## src/rtl/crc_sum_pkg.sv

```systemverilog
package crc_sum_pkg;
  localparam int WORD_W    = 32;
  localparam int HALF_W    = WORD_W / 2;
  localparam int NBYTES    = WORD_W / 8;
  localparam int REG_AW    = 2;

  localparam logic [REG_AW-1:0] ADDR_CTRL = 2'd0;
  localparam logic [REG_AW-1:0] ADDR_SEED = 2'd1;
  localparam logic [REG_AW-1:0] ADDR_DATA = 2'd2;
  localparam logic [REG_AW-1:0] ADDR_RSLT = 2'd3;

  localparam logic [3:0] OP_P16A = 4'h0;
  localparam logic [3:0] OP_P16B = 4'h1;
  localparam logic [3:0] OP_P32A = 4'h2;
  localparam logic [3:0] OP_P32B = 4'h3;
  localparam logic [3:0] OP_SUM  = 4'h8;

  typedef struct packed {
    logic [1:0] initSel;
    logic       byteMode;
    logic       outInv;
    logic       outRev;
    logic       inRev;
    logic       swapHalf;
    logic       swapByte;
    logic [3:0] opSel;
  } cfg_t;

  typedef struct packed {
    logic              seedWr;
    logic              dataWr;
    logic [WORD_W-1:0] wdata;
  } strobe_t;

  function automatic cfg_t unpackCfg(logic [WORD_W-1:0] w);
    cfg_t c;
    c.initSel  = w[14:13];
    c.byteMode = w[12];
    c.outInv   = w[9];
    c.outRev   = w[8];
    c.inRev    = w[7];
    c.swapHalf = w[5];
    c.swapByte = w[4];
    c.opSel    = w[3:0];
    return c;
  endfunction

  function automatic logic [WORD_W-1:0] packCfg(cfg_t c);
    logic [WORD_W-1:0] w;
    w        = '0;
    w[14:13] = c.initSel;
    w[12]    = c.byteMode;
    w[9]     = c.outInv;
    w[8]     = c.outRev;
    w[7]     = c.inRev;
    w[5]     = c.swapHalf;
    w[4]     = c.swapByte;
    w[3:0]   = c.opSel;
    return w;
  endfunction

  function automatic logic [7:0] revByte(logic [7:0] b);
    logic [7:0] r;
    for (int i = 0; i < 8; i++) r[i] = b[7-i];
    return r;
  endfunction
endpackage

```

## src/rtl/crc_sum_ctrl.sv

```systemverilog
module crc_sum_ctrl
  import crc_sum_pkg::*;
(
  input  logic                 clk,
  input  logic                 rstN,
  input  logic                 wrEn,
  input  logic [REG_AW-1:0]    wrAddr,
  input  logic [WORD_W-1:0]    wrData,
  output cfg_t                 cfg,
  output strobe_t              stb,
  output logic [WORD_W-1:0]    ctrlWord
);
  cfg_t cfgQ;
  logic ctrlWr;

  assign ctrlWr     = wrEn && (wrAddr == ADDR_CTRL);
  assign stb.seedWr = wrEn && (wrAddr == ADDR_SEED);
  assign stb.dataWr = wrEn && (wrAddr == ADDR_DATA);
  assign stb.wdata  = wrData;

  always_ff @(posedge clk or negedge rstN) begin
    if (!rstN) begin
      cfgQ <= '0;
    end else if (ctrlWr) begin
      cfgQ <= unpackCfg(wrData);
    end else if (stb.dataWr) begin
      cfgQ.initSel <= 2'b00;
    end
  end

  assign cfg      = cfgQ;
  assign ctrlWord = packCfg(cfgQ);
endmodule

```

## src/rtl/crc_sum_dpath.sv

```systemverilog
module crc_sum_dpath
  import crc_sum_pkg::*;
#(
  parameter logic [WORD_W-1:0] POLY16_A = 32'h0000_8005,
  parameter logic [WORD_W-1:0] POLY16_B = 32'h0000_1021,
  parameter logic [WORD_W-1:0] POLY32_A = 32'h04C1_1DB7,
  parameter logic [WORD_W-1:0] POLY32_B = 32'h1EDC_6F41
)(
  input  logic              clk,
  input  logic              rstN,
  input  cfg_t              cfg,
  input  strobe_t           stb,
  output logic [WORD_W-1:0] seedQ,
  output logic [WORD_W-1:0] rsltOut
);
  localparam logic [WORD_W-1:0] MASK16 = {{HALF_W{1'b0}}, {HALF_W{1'b1}}};

  logic              isW16, isW32, isSum, opValid, narrow;
  logic [WORD_W-1:0] poly, startVal, swapped, condWord, nextAcc, actMask;
  logic [WORD_W-1:0] invVal;
  logic [7:0]        lowByte;
  logic [WORD_W-1:0] crcAcc;
  logic [HALF_W-1:0] sumAcc;

  function automatic logic [WORD_W-1:0] crcByte(logic [WORD_W-1:0] acc,
                                                logic [7:0] b, logic w16,
                                                logic [WORD_W-1:0] p);
    logic [WORD_W-1:0] a;
    logic msb;
    a = acc;
    if (w16) a[15:8] = a[15:8] ^ b;
    else     a[31:24] = a[31:24] ^ b;
    for (int k = 0; k < 8; k++) begin
      msb = w16 ? a[15] : a[31];
      a   = {a[WORD_W-2:0], 1'b0};
      if (msb) a = a ^ p;
    end
    if (w16) a[31:16] = '0;
    return a;
  endfunction

  function automatic logic [HALF_W-1:0] onesAdd(logic [HALF_W-1:0] x,
                                                logic [HALF_W-1:0] y);
    logic [HALF_W:0] s;
    s = {1'b0, x} + {1'b0, y};
    return s[HALF_W-1:0] + {{(HALF_W-1){1'b0}}, s[HALF_W]};
  endfunction

  // operation decode
  always_comb begin
    isW16 = (cfg.opSel == OP_P16A) || (cfg.opSel == OP_P16B);
    isW32 = (cfg.opSel == OP_P32A) || (cfg.opSel == OP_P32B);
    isSum = (cfg.opSel == OP_SUM);
    opValid = isW16 || isW32 || isSum;
    narrow  = isW16 || isSum;
    unique case (cfg.opSel)
      OP_P16A: poly = POLY16_A;
      OP_P16B: poly = POLY16_B;
      OP_P32A: poly = POLY32_A;
      OP_P32B: poly = POLY32_B;
      default: poly = '0;
    endcase
    actMask = narrow ? MASK16 : '1;
  end

  // start value selection
  always_comb begin
    unique case (cfg.initSel)
      2'b10:   startVal = '0;
      2'b11:   startVal = '1;
      default: startVal = seedQ;
    endcase
    if (narrow) startVal = startVal & MASK16;
  end

  // input conditioning: swaps first, then per-byte reversal
  always_comb begin
    swapped = stb.wdata;
    if (cfg.swapByte)
      swapped = {swapped[23:16], swapped[31:24], swapped[7:0], swapped[15:8]};
    if (cfg.swapHalf)
      swapped = {swapped[15:0], swapped[31:16]};
  end

  for (genvar gi = 0; gi < NBYTES; gi++) begin : g_inRev
    assign condWord[gi*8 +: 8] = cfg.inRev ? revByte(swapped[gi*8 +: 8])
                                           : swapped[gi*8 +: 8];
  end

  assign lowByte = cfg.inRev ? revByte(stb.wdata[7:0]) : stb.wdata[7:0];

  // CRC engine: most significant byte first
  always_comb begin
    crcAcc = startVal;
    if (cfg.byteMode) begin
      crcAcc = crcByte(crcAcc, lowByte, isW16, poly);
    end else begin
      for (int j = NBYTES - 1; j >= 0; j--)
        crcAcc = crcByte(crcAcc, condWord[j*8 +: 8], isW16, poly);
    end
  end

  // ones-complement checksum
  always_comb begin
    if (cfg.byteMode)
      sumAcc = onesAdd(startVal[HALF_W-1:0], {8'h00, lowByte});
    else
      sumAcc = onesAdd(onesAdd(startVal[HALF_W-1:0], condWord[WORD_W-1:HALF_W]),
                       condWord[HALF_W-1:0]);
  end

  always_comb begin
    if (isSum) nextAcc = {{HALF_W{1'b0}}, sumAcc};
    else       nextAcc = crcAcc;
  end

  always_ff @(posedge clk or negedge rstN) begin
    if (!rstN) begin
      seedQ <= '0;
    end else if (stb.seedWr) begin
      seedQ <= stb.wdata;
    end else if (stb.dataWr && opValid) begin
      seedQ <= nextAcc;
    end
  end

  // post-processed result view
  assign invVal = cfg.outInv ? (seedQ ^ actMask) : seedQ;

  for (genvar go = 0; go < NBYTES; go++) begin : g_outRev
    assign rsltOut[go*8 +: 8] = cfg.outRev ? revByte(invVal[go*8 +: 8])
                                           : invVal[go*8 +: 8];
  end
endmodule

```

## src/rtl/crc_sum_engine.sv

```systemverilog
module crc_sum_engine
  import crc_sum_pkg::*;
#(
  parameter logic [31:0] POLY16_A = 32'h0000_8005,
  parameter logic [31:0] POLY16_B = 32'h0000_1021,
  parameter logic [31:0] POLY32_A = 32'h04C1_1DB7,
  parameter logic [31:0] POLY32_B = 32'h1EDC_6F41
)(
  input  logic        clk,
  input  logic        rstN,
  input  logic        wrEn,
  input  logic [1:0]  wrAddr,
  input  logic [31:0] wrData,
  input  logic [1:0]  rdAddr,
  output logic [31:0] rdData
);
  cfg_t              cfgW;
  strobe_t           stbW;
  logic [WORD_W-1:0] ctrlWordW, seedW, rsltW;

  crc_sum_ctrl u_ctrl (
    .clk      (clk),
    .rstN     (rstN),
    .wrEn     (wrEn),
    .wrAddr   (wrAddr),
    .wrData   (wrData),
    .cfg      (cfgW),
    .stb      (stbW),
    .ctrlWord (ctrlWordW)
  );

  crc_sum_dpath #(
    .POLY16_A (POLY16_A),
    .POLY16_B (POLY16_B),
    .POLY32_A (POLY32_A),
    .POLY32_B (POLY32_B)
  ) u_dpath (
    .clk     (clk),
    .rstN    (rstN),
    .cfg     (cfgW),
    .stb     (stbW),
    .seedQ   (seedW),
    .rsltOut (rsltW)
  );

  always_comb begin
    unique case (rdAddr)
      ADDR_CTRL: rdData = ctrlWordW;
      ADDR_SEED: rdData = seedW;
      ADDR_RSLT: rdData = rsltW;
      default:   rdData = '0;
    endcase
  end
endmodule

```

## config.mk

```make
export PLATFORM = sky130hd
export DESIGN_NAME = crc_sum_engine
export DESIGN_NICKNAME = d
export VERILOG_FILES = /design/src/rtl/crc_sum_pkg.sv /design/src/rtl/crc_sum_ctrl.sv /design/src/rtl/crc_sum_dpath.sv /design/src/rtl/crc_sum_engine.sv
export SDC_FILE = /design/constraint.sdc
export NUM_CORES = 1
export LEC_CHECK = 0
export BUFFER_PORTS_ARGS = -buffer_cell sky130_fd_sc_hd__buf_2
export CORE_AREA = 2 2 241 243
export CTS_CLUSTER_DIAMETER = 60
export CTS_CLUSTER_SIZE = 25
export DETAILED_ROUTE_END_ITERATION = 8
export DIE_AREA = 0 0 243 245
export SLEW_MARGIN = 10
export SYNTH_ARGS = -nofsm -noshare
export SYNTH_HDL_FRONTEND = slang
export SYNTH_SLANG_ARGS = --single-unit
```

## constraint.sdc

```tcl
create_clock -name clk -period 13.55 [get_ports clk]
set_input_delay 1.355 -clock clk [delete_from_list [all_inputs] [get_ports clk]]
set_output_delay 1.355 -clock clk [all_outputs]
set_load 0.01 [all_outputs]
```

=== After elaboration in Yosys (flattened, before gate mapping) ===
Cells that the tools add are included.

* Bits in latches: 0
* Input port bits: 39
* ROM bits: 0
* Bits in writable memories: 0
* Memories: 0
* Output and inout port bits: 32
* Logic and storage cells: 260
* Bits in registers: 44

* Shift operators: 0
* Divide/modulo/power cells: 0
* Multipliers: 0
* Bitwise gates (word level): 51
* Equality and inequality tests: 10
* Multiplexer cells: 170
* Add/subtract/negate cells: 6
* Reductions and logical operators: 14
* $lt $le $gt $ge: 0

{| class="wikitable"
|+ Operator list
! cell !! count
|-
| two-way mux 32 bit || 87
|-
| bitwise XOR 32 x 29 -> 32 bit || 40
|-
| two-way mux 8 bit || 29
|-
| two-way mux 16 bit || 9
|-
| case mux 29 bit (4 select lines) || 1
|-
| case mux 32 bit (3 select lines) || 1
|-
| bitwise XOR 8 bit || 10
|-
| case mux 32 bit (2 select lines) || 1
|-
| adder 16 x 1 -> 16 bit || 3
|-
| two-way mux 1 bit || 40
|-
| adder 16 x 16 -> 17 bit || 2
|-
| bitwise XOR 32 bit || 1
|-
| adder 16 x 8 -> 17 bit || 1
|-
| == test 2 bit, second input constant || 4
|-
| == test 4 x 2 -> 1 bit, second input constant || 2
|-
| logical OR 1 bit || 5
|-
| == test 2 x 1 -> 1 bit, second input constant || 2
|-
| == test 4 x 1 -> 1 bit, second input constant || 1
|-
| == test 4 bit, second input constant || 1
|-
| logical AND 1 bit || 4
|-
| logical NOT 2 bit || 2
|-
| logical NOT 4 bit || 1
|-
| two-way mux 2 bit || 2
|-
| nonzero test 2 bit || 2
|}

=== Logic depth before layout (Yosys ltp) ===
* Word-level depth: 122
* Gate-level depth with buffers: 58
* Mapped depth without buffers: 55

=== Cells and area by module ===
A second synthesis with hierarchy kept.

* Cell total of the unflattened synthesis: 3103
* Area total of the unflattened synthesis: 23751.5 um^2

{| class="wikitable"
|+ By module, submodules not included
! module !! area an instance (um^2) !! cells each !! seq. area each (um^2) !! times used
|-
| crc_sum_dpath || 21872.2 || 2930 || 800.8 || 1
|-
| crc_sum_ctrl || 983.4 || 96 || 300.3 || 1
|-
| crc_sum_engine || 895.9 || 77 || 0.0 || 1
|}

=== Worst setup path after synthesis ===
OpenSTA, ideal clock, no wires.

* Path type: input to register
* Start point: in wrData[16]
* End point: reg u_dpath.seedQ[16]
* Stages: 41
* Path slack: 1.587 ns
* Setup time: 0.129 ns
* Arrival: 11.834 ns
* Required time: 13.421 ns
* Path through: mux2i_1 > mux4_2 > inv_2 > ha_1 > clkbuf_1 > nand2_1 > xnor2_1 > a22oi_1 > o211ai_1 > a211o_1 > and2_1 > buf_2 > xnor3_1 > xnor2_2 > or3_4 > a31oi_4 > mux2i_4 > xor2_4 > [5 not listed] > a211o_1 > a22o_1 > a21oi_1 > xnor3_1 > xor2_2 > mux2i_4 > xnor3_1 > o21ai_1 > nor2_1 > xor2_1 > xnor2_2 > xnor2_1 > nand3_1 > and4_1 > or3_4 > a2111oi_0 > o21a_1 > o22ai_1

* Longest elaborated chain between the ends: 121

{| class="wikitable"
|+ RTL lines
! element !! line !! RTL
|-
| start, declared || crc_sum_engine.sv:13 || <nowiki>input logic [31:0] wrData,</nowiki>
|-
| two-way mux 32 bit || crc_sum_dpath.sv:79 || <nowiki>if (cfg.swapByte)</nowiki>
|-
| two-way mux 32 bit || crc_sum_dpath.sv:81 || <nowiki>if (cfg.swapHalf)</nowiki>
|-
| two-way mux 8 bit || crc_sum_dpath.sv:86 || <nowiki>assign condWord[gi*8 +: 8] = cfg.inRev ? revByte(swapped[gi*8 +: 8])</nowiki>
|-
| bitwise XOR 8 bit (on tied branches) || crc_sum_dpath.sv:32, crc_sum_dpath.sv:31 ||
|-
| two-way mux 8 bit || crc_sum_dpath.sv:31 || <nowiki>if (w16) a[15:8] = a[15:8] ^ b;</nowiki>
|-
| two-way mux 8 bit || crc_sum_dpath.sv:95 || <nowiki>if (cfg.byteMode) begin</nowiki>
|-
| two-way mux 1 bit / bitwise XOR 32 x 29 -> 32 bit (equally long branches) || crc_sum_dpath.sv:34, crc_sum_dpath.sv:36 ||
|-
| two-way mux 32 bit || crc_sum_dpath.sv:36 || <nowiki>if (msb) a = a ^ p;</nowiki>
|-
| [105 not listed] || n/a ||
|-
| two-way mux 32 bit || crc_sum_dpath.sv:95 ||
|-
| bitwise XOR 32 x 29 -> 32 bit / two-way mux 1 bit (equally long branches) || crc_sum_dpath.sv:36, crc_sum_dpath.sv:34 ||
|-
| two-way mux 32 bit || crc_sum_dpath.sv:36 ||
|-
| two-way mux 16 bit || crc_sum_dpath.sv:38 || <nowiki>if (w16) a[31:16] = '0;</nowiki>
|-
| two-way mux 32 bit || crc_sum_dpath.sv:95 ||
|-
| two-way mux 32 bit || crc_sum_dpath.sv:113 || <nowiki>if (isSum) nextAcc = {{HALF_W{1'b0}}, sumAcc};</nowiki>
|-
| two-way mux 32 bit || crc_sum_dpath.sv:122 || <nowiki>end else if (stb.dataWr && opValid) begin</nowiki>
|-
| two-way mux 32 bit * || crc_sum_dpath.sv:120 || <nowiki>end else if (stb.seedWr) begin</nowiki>
|-
| end signal, assigned || crc_sum_dpath.sv:121 || <nowiki>seedQ <= stb.wdata;</nowiki>
|-
| end signal, assigned || crc_sum_dpath.sv:123 || <nowiki>seedQ <= nextAcc;</nowiki>
|-
| end, declared || crc_sum_dpath.sv:13 || <nowiki>output logic [WORD_W-1:0] seedQ,</nowiki>
|}

Mark *: on every way between the ends. The rest lies on a longest branch, timed or not. The select of a mux whose other input is x is not followed.
A chain may end at the register's enable or synchronous reset.

=== Worst setup path after layout ===
* Start point: in wrData[23]
* End point: reg u_dpath.seedQ[1]

* Longest elaborated chain between the ends: 120

{| class="wikitable"
|+ RTL lines
! element !! line
|-
| two-way mux 32 bit * || crc_sum_dpath.sv:79
|-
| two-way mux 32 bit * || crc_sum_dpath.sv:81
|-
| two-way mux 8 bit || crc_sum_dpath.sv:86
|-
| bitwise XOR 8 bit (on tied branches) || crc_sum_dpath.sv:32, crc_sum_dpath.sv:31
|-
| two-way mux 8 bit || crc_sum_dpath.sv:31
|-
| two-way mux 8 bit || crc_sum_dpath.sv:95
|-
| two-way mux 1 bit / bitwise XOR 32 x 29 -> 32 bit (equally long branches) || crc_sum_dpath.sv:34, crc_sum_dpath.sv:36
|-
| two-way mux 32 bit || crc_sum_dpath.sv:36
|-
| [104 not listed] || n/a
|-
| two-way mux 32 bit || crc_sum_dpath.sv:36
|-
| two-way mux 32 bit || crc_sum_dpath.sv:95
|-
| bitwise XOR 32 x 29 -> 32 bit / two-way mux 1 bit (equally long branches) || crc_sum_dpath.sv:36, crc_sum_dpath.sv:34
|-
| two-way mux 32 bit || crc_sum_dpath.sv:36
|-
| two-way mux 32 bit || crc_sum_dpath.sv:95
|-
| two-way mux 32 bit * || crc_sum_dpath.sv:113
|-
| two-way mux 32 bit * || crc_sum_dpath.sv:122
|-
| two-way mux 32 bit * || crc_sum_dpath.sv:120
|}

Marks and branches as above.

==> metrics.txt <==
outcome finished clean; n_diodes 0; Final Max Tran Viols 0; Overall Global Routing Usage about a third; final worst path period share a little over nine tenths; Clock Sinks 44; Top-Level Pins 71; worst rel slew slack approximately 11%; deepest clock path buffer count 2; Avg Inst Size Synth 7.11 µm²; critical path launch point type input pin; Die Span Y 245 µm; Period minus WS final around 13 ns; most frequent cells in the layout 561 x xnor2_1, 320 x nor2_1, 289 x nand2_1; die area a little under 60000 µm²; clk slew on worst S/H paths ~0.07 ns; Final setup viols 0; # port buffers 70; Starting DRT DRC Count about 3400; crit-path max FO 11; fin area approximately 25000 µm²; largest net degree at the start of global routing approximately 100; CTS tree yes; final antenna-violating net count 0; # Max-Cap Violations 0; H-tree level count 2; first-pass GRT wire length between 150 and 200 mm; post-synth design cell area ~23000 µm²; CP max stage delay 0.76 ns; area grow syn2layout 8.47%; asr flop ratio synth 100%; post-DR wirelength/cell about 27 µm; Cell Area, Placed around 24000 µm²; sequential fraction of the synthesis area 4.87%; ranking of synthesized cells by area xnor2_1 22%, xor2_1 6.7%, a21oi_1 5.4%; setup TNS 0 ns; WL final between 100 and 150 mm; Die Span X 243 µm; Seq cells post-synth 44; most common cell after layout, fill and taps aside xnor2_1; DR DRC count 0; gr ovfl total 0; CTS Buf Count 5; fillcell total 6069; hpwl dp roughly 81 mm; core area ~57000 µm²; Hold Vio Cnt, Final 0; DRT Pass-1 Iters 7; Yosys cell types about 110; CP Capture Type flop; clock skew around 0.013 ns; largest area contributor in the netlist xnor2_1; EDFF count, synth 0; Top FF cell, synth dfrtp_1; pin slew with the least headroom to its limit approximately 1.3 ns; layout cells sized above 1 a little under an eighth; vias per std cell 6.24; Initial Util between 30% and 40%; vias in the first global route between 20000 and 25000; CP Data Required Time 13.75 ns; Max Clock Freq slightly below 80 MHz; critical path's slowest cell mux2i_1; Layout Nets about 3300; Synthesized Nets 3268; initial antenna violation count 0; Hold-fix buffers, CTS 0; RD Place Congestion between 1 and 1.5; Critical Path Most Common Cell xor2_1; Worst Hold Class reg2reg; Syn. warnings 0; number of placement rows just under 90; Skew-Pair Late Insertion Delay 0.31 ns; crit path kind in2reg; Yosys top cell area share ~22%; Root Driver clkbuf_16; Arr. time, crit path 13.16 ns; via count 24700; cells after synthesis ~3200
## registers in the layout, indices dropped and copies added (netlist names)
signal / cells
u_dpath.seedQ: 32
u_ctrl.cfg: 12
## area by class of cell
class	instances	area (µm²)	area share, %
Multi-Input combinational cell	2813	20400	83.0
Timing Repair Buffer	222	1520	6.18
Sequential cell	44	1110	4.53
Tap cell	765	957	3.90
Inverter	107	402	1.64
Clock buffer	6	139	0.566
Clock inverter	2	38.8	0.158
## per-stage QoR
step | worst slack [ns] | hold WS (ns) | cells | util [%]
after floorplan | 1.59 | 0.535 | 3180 | -
after global placement | 0.504 | 0.653 | 3951 | 42.7
after detailed placement | 0.367 | 0.647 | 3951 | 42.7
after CTS | 0.655 | 0.663 | 3959 | 43.0
after global routing | -0.000488 | 0.699 | 3959 | 43.0
final | 0.583 | 0.667 | 3959 | 43.0
## logic make-up (layout without fill, tap and decap cells)
family                   Yosys count  count (layout)  share of synthesized area, %
AND/OR/NAND/NOR                 1002            1002                          20.8
XOR/XNOR                         800             800                          34.6
AO/OA/AOI/OAI                    792             792                          22.5
buffers and inverters            323             337                          5.54
multiplexers                     170             170                          8.93
adder cells (fa/ha/maj)           49              49                          2.81
flip-flops                        44              44                          4.87
## per-layer routing
layer  vias to the layer above  share of wire, %  global-route usage (%)
met3                       354                11                    5.28
met1                     11500                40                    46.6
met4                         0               7.1                    19.7
li1                      11200                 -                       -
met2                      1678                42                    52.6
met5                         -                 0                       0
## cell usage after synthesis, drive strengths merged, types with 20 or more instances
library cell and count:
a211oi 28, a21o 26, a21oi 247, a22oi 24
a31oi 20, and2 27, and3 51, buf 59
clkbuf 157, dfrtp 44, ha 46, inv 105
mux2 35, mux2i 115, mux4 20, nand2 292
nand2b 21, nand3 70, nor2 326, nor2b 26
nor3 61, nor4 27, o211ai 25, o21ai 179
o21bai 30, o22ai 50, o31ai 20, or3 32
xnor2 574, xnor3 43, xor2 181
## worst max-delay path: cells and delay by family
kind | cells | cell delay, ns
xor gates and xnor gates | 11 | 3.62
AOI/OAI and AO/OA | 11 | 3.21
and+or+nand+nor | 9 | 2.31
muxes | 3 | 1.47
adders and majority gates | 1 | 0.51
buffers and inverters | 4 | 0.65
## path summary, 6_finish.rpt
check	start	endpoint	slack (ns)	depth (start not counted)
worst min-delay path	u_dpath.seedQ[7]	u_dpath.seedQ[7]	0.67	2
worst min register to register	u_dpath.seedQ[7]	u_dpath.seedQ[7]	0.67	2
worst max-delay path	wrData[23]	u_dpath.seedQ[1]	0.58	39
max in group asynchronous	rstN	u_ctrl.cfg[0]	11.54	1
worst max register to register	u_ctrl.cfg[4]	u_dpath.seedQ[1]	0.75	39
min in group asynchronous	rstN	u_ctrl.cfg[9]	1.23	1
## what timing repair did
item,4_1_cts,5_1_grt
endpoints found under the setup margin,0,11
buffers inserted,0,0
resized for setup,0,8
Power is not shown: default switching activity piles up to over one toggle a cycle in this logic, so the estimate is an artifact.
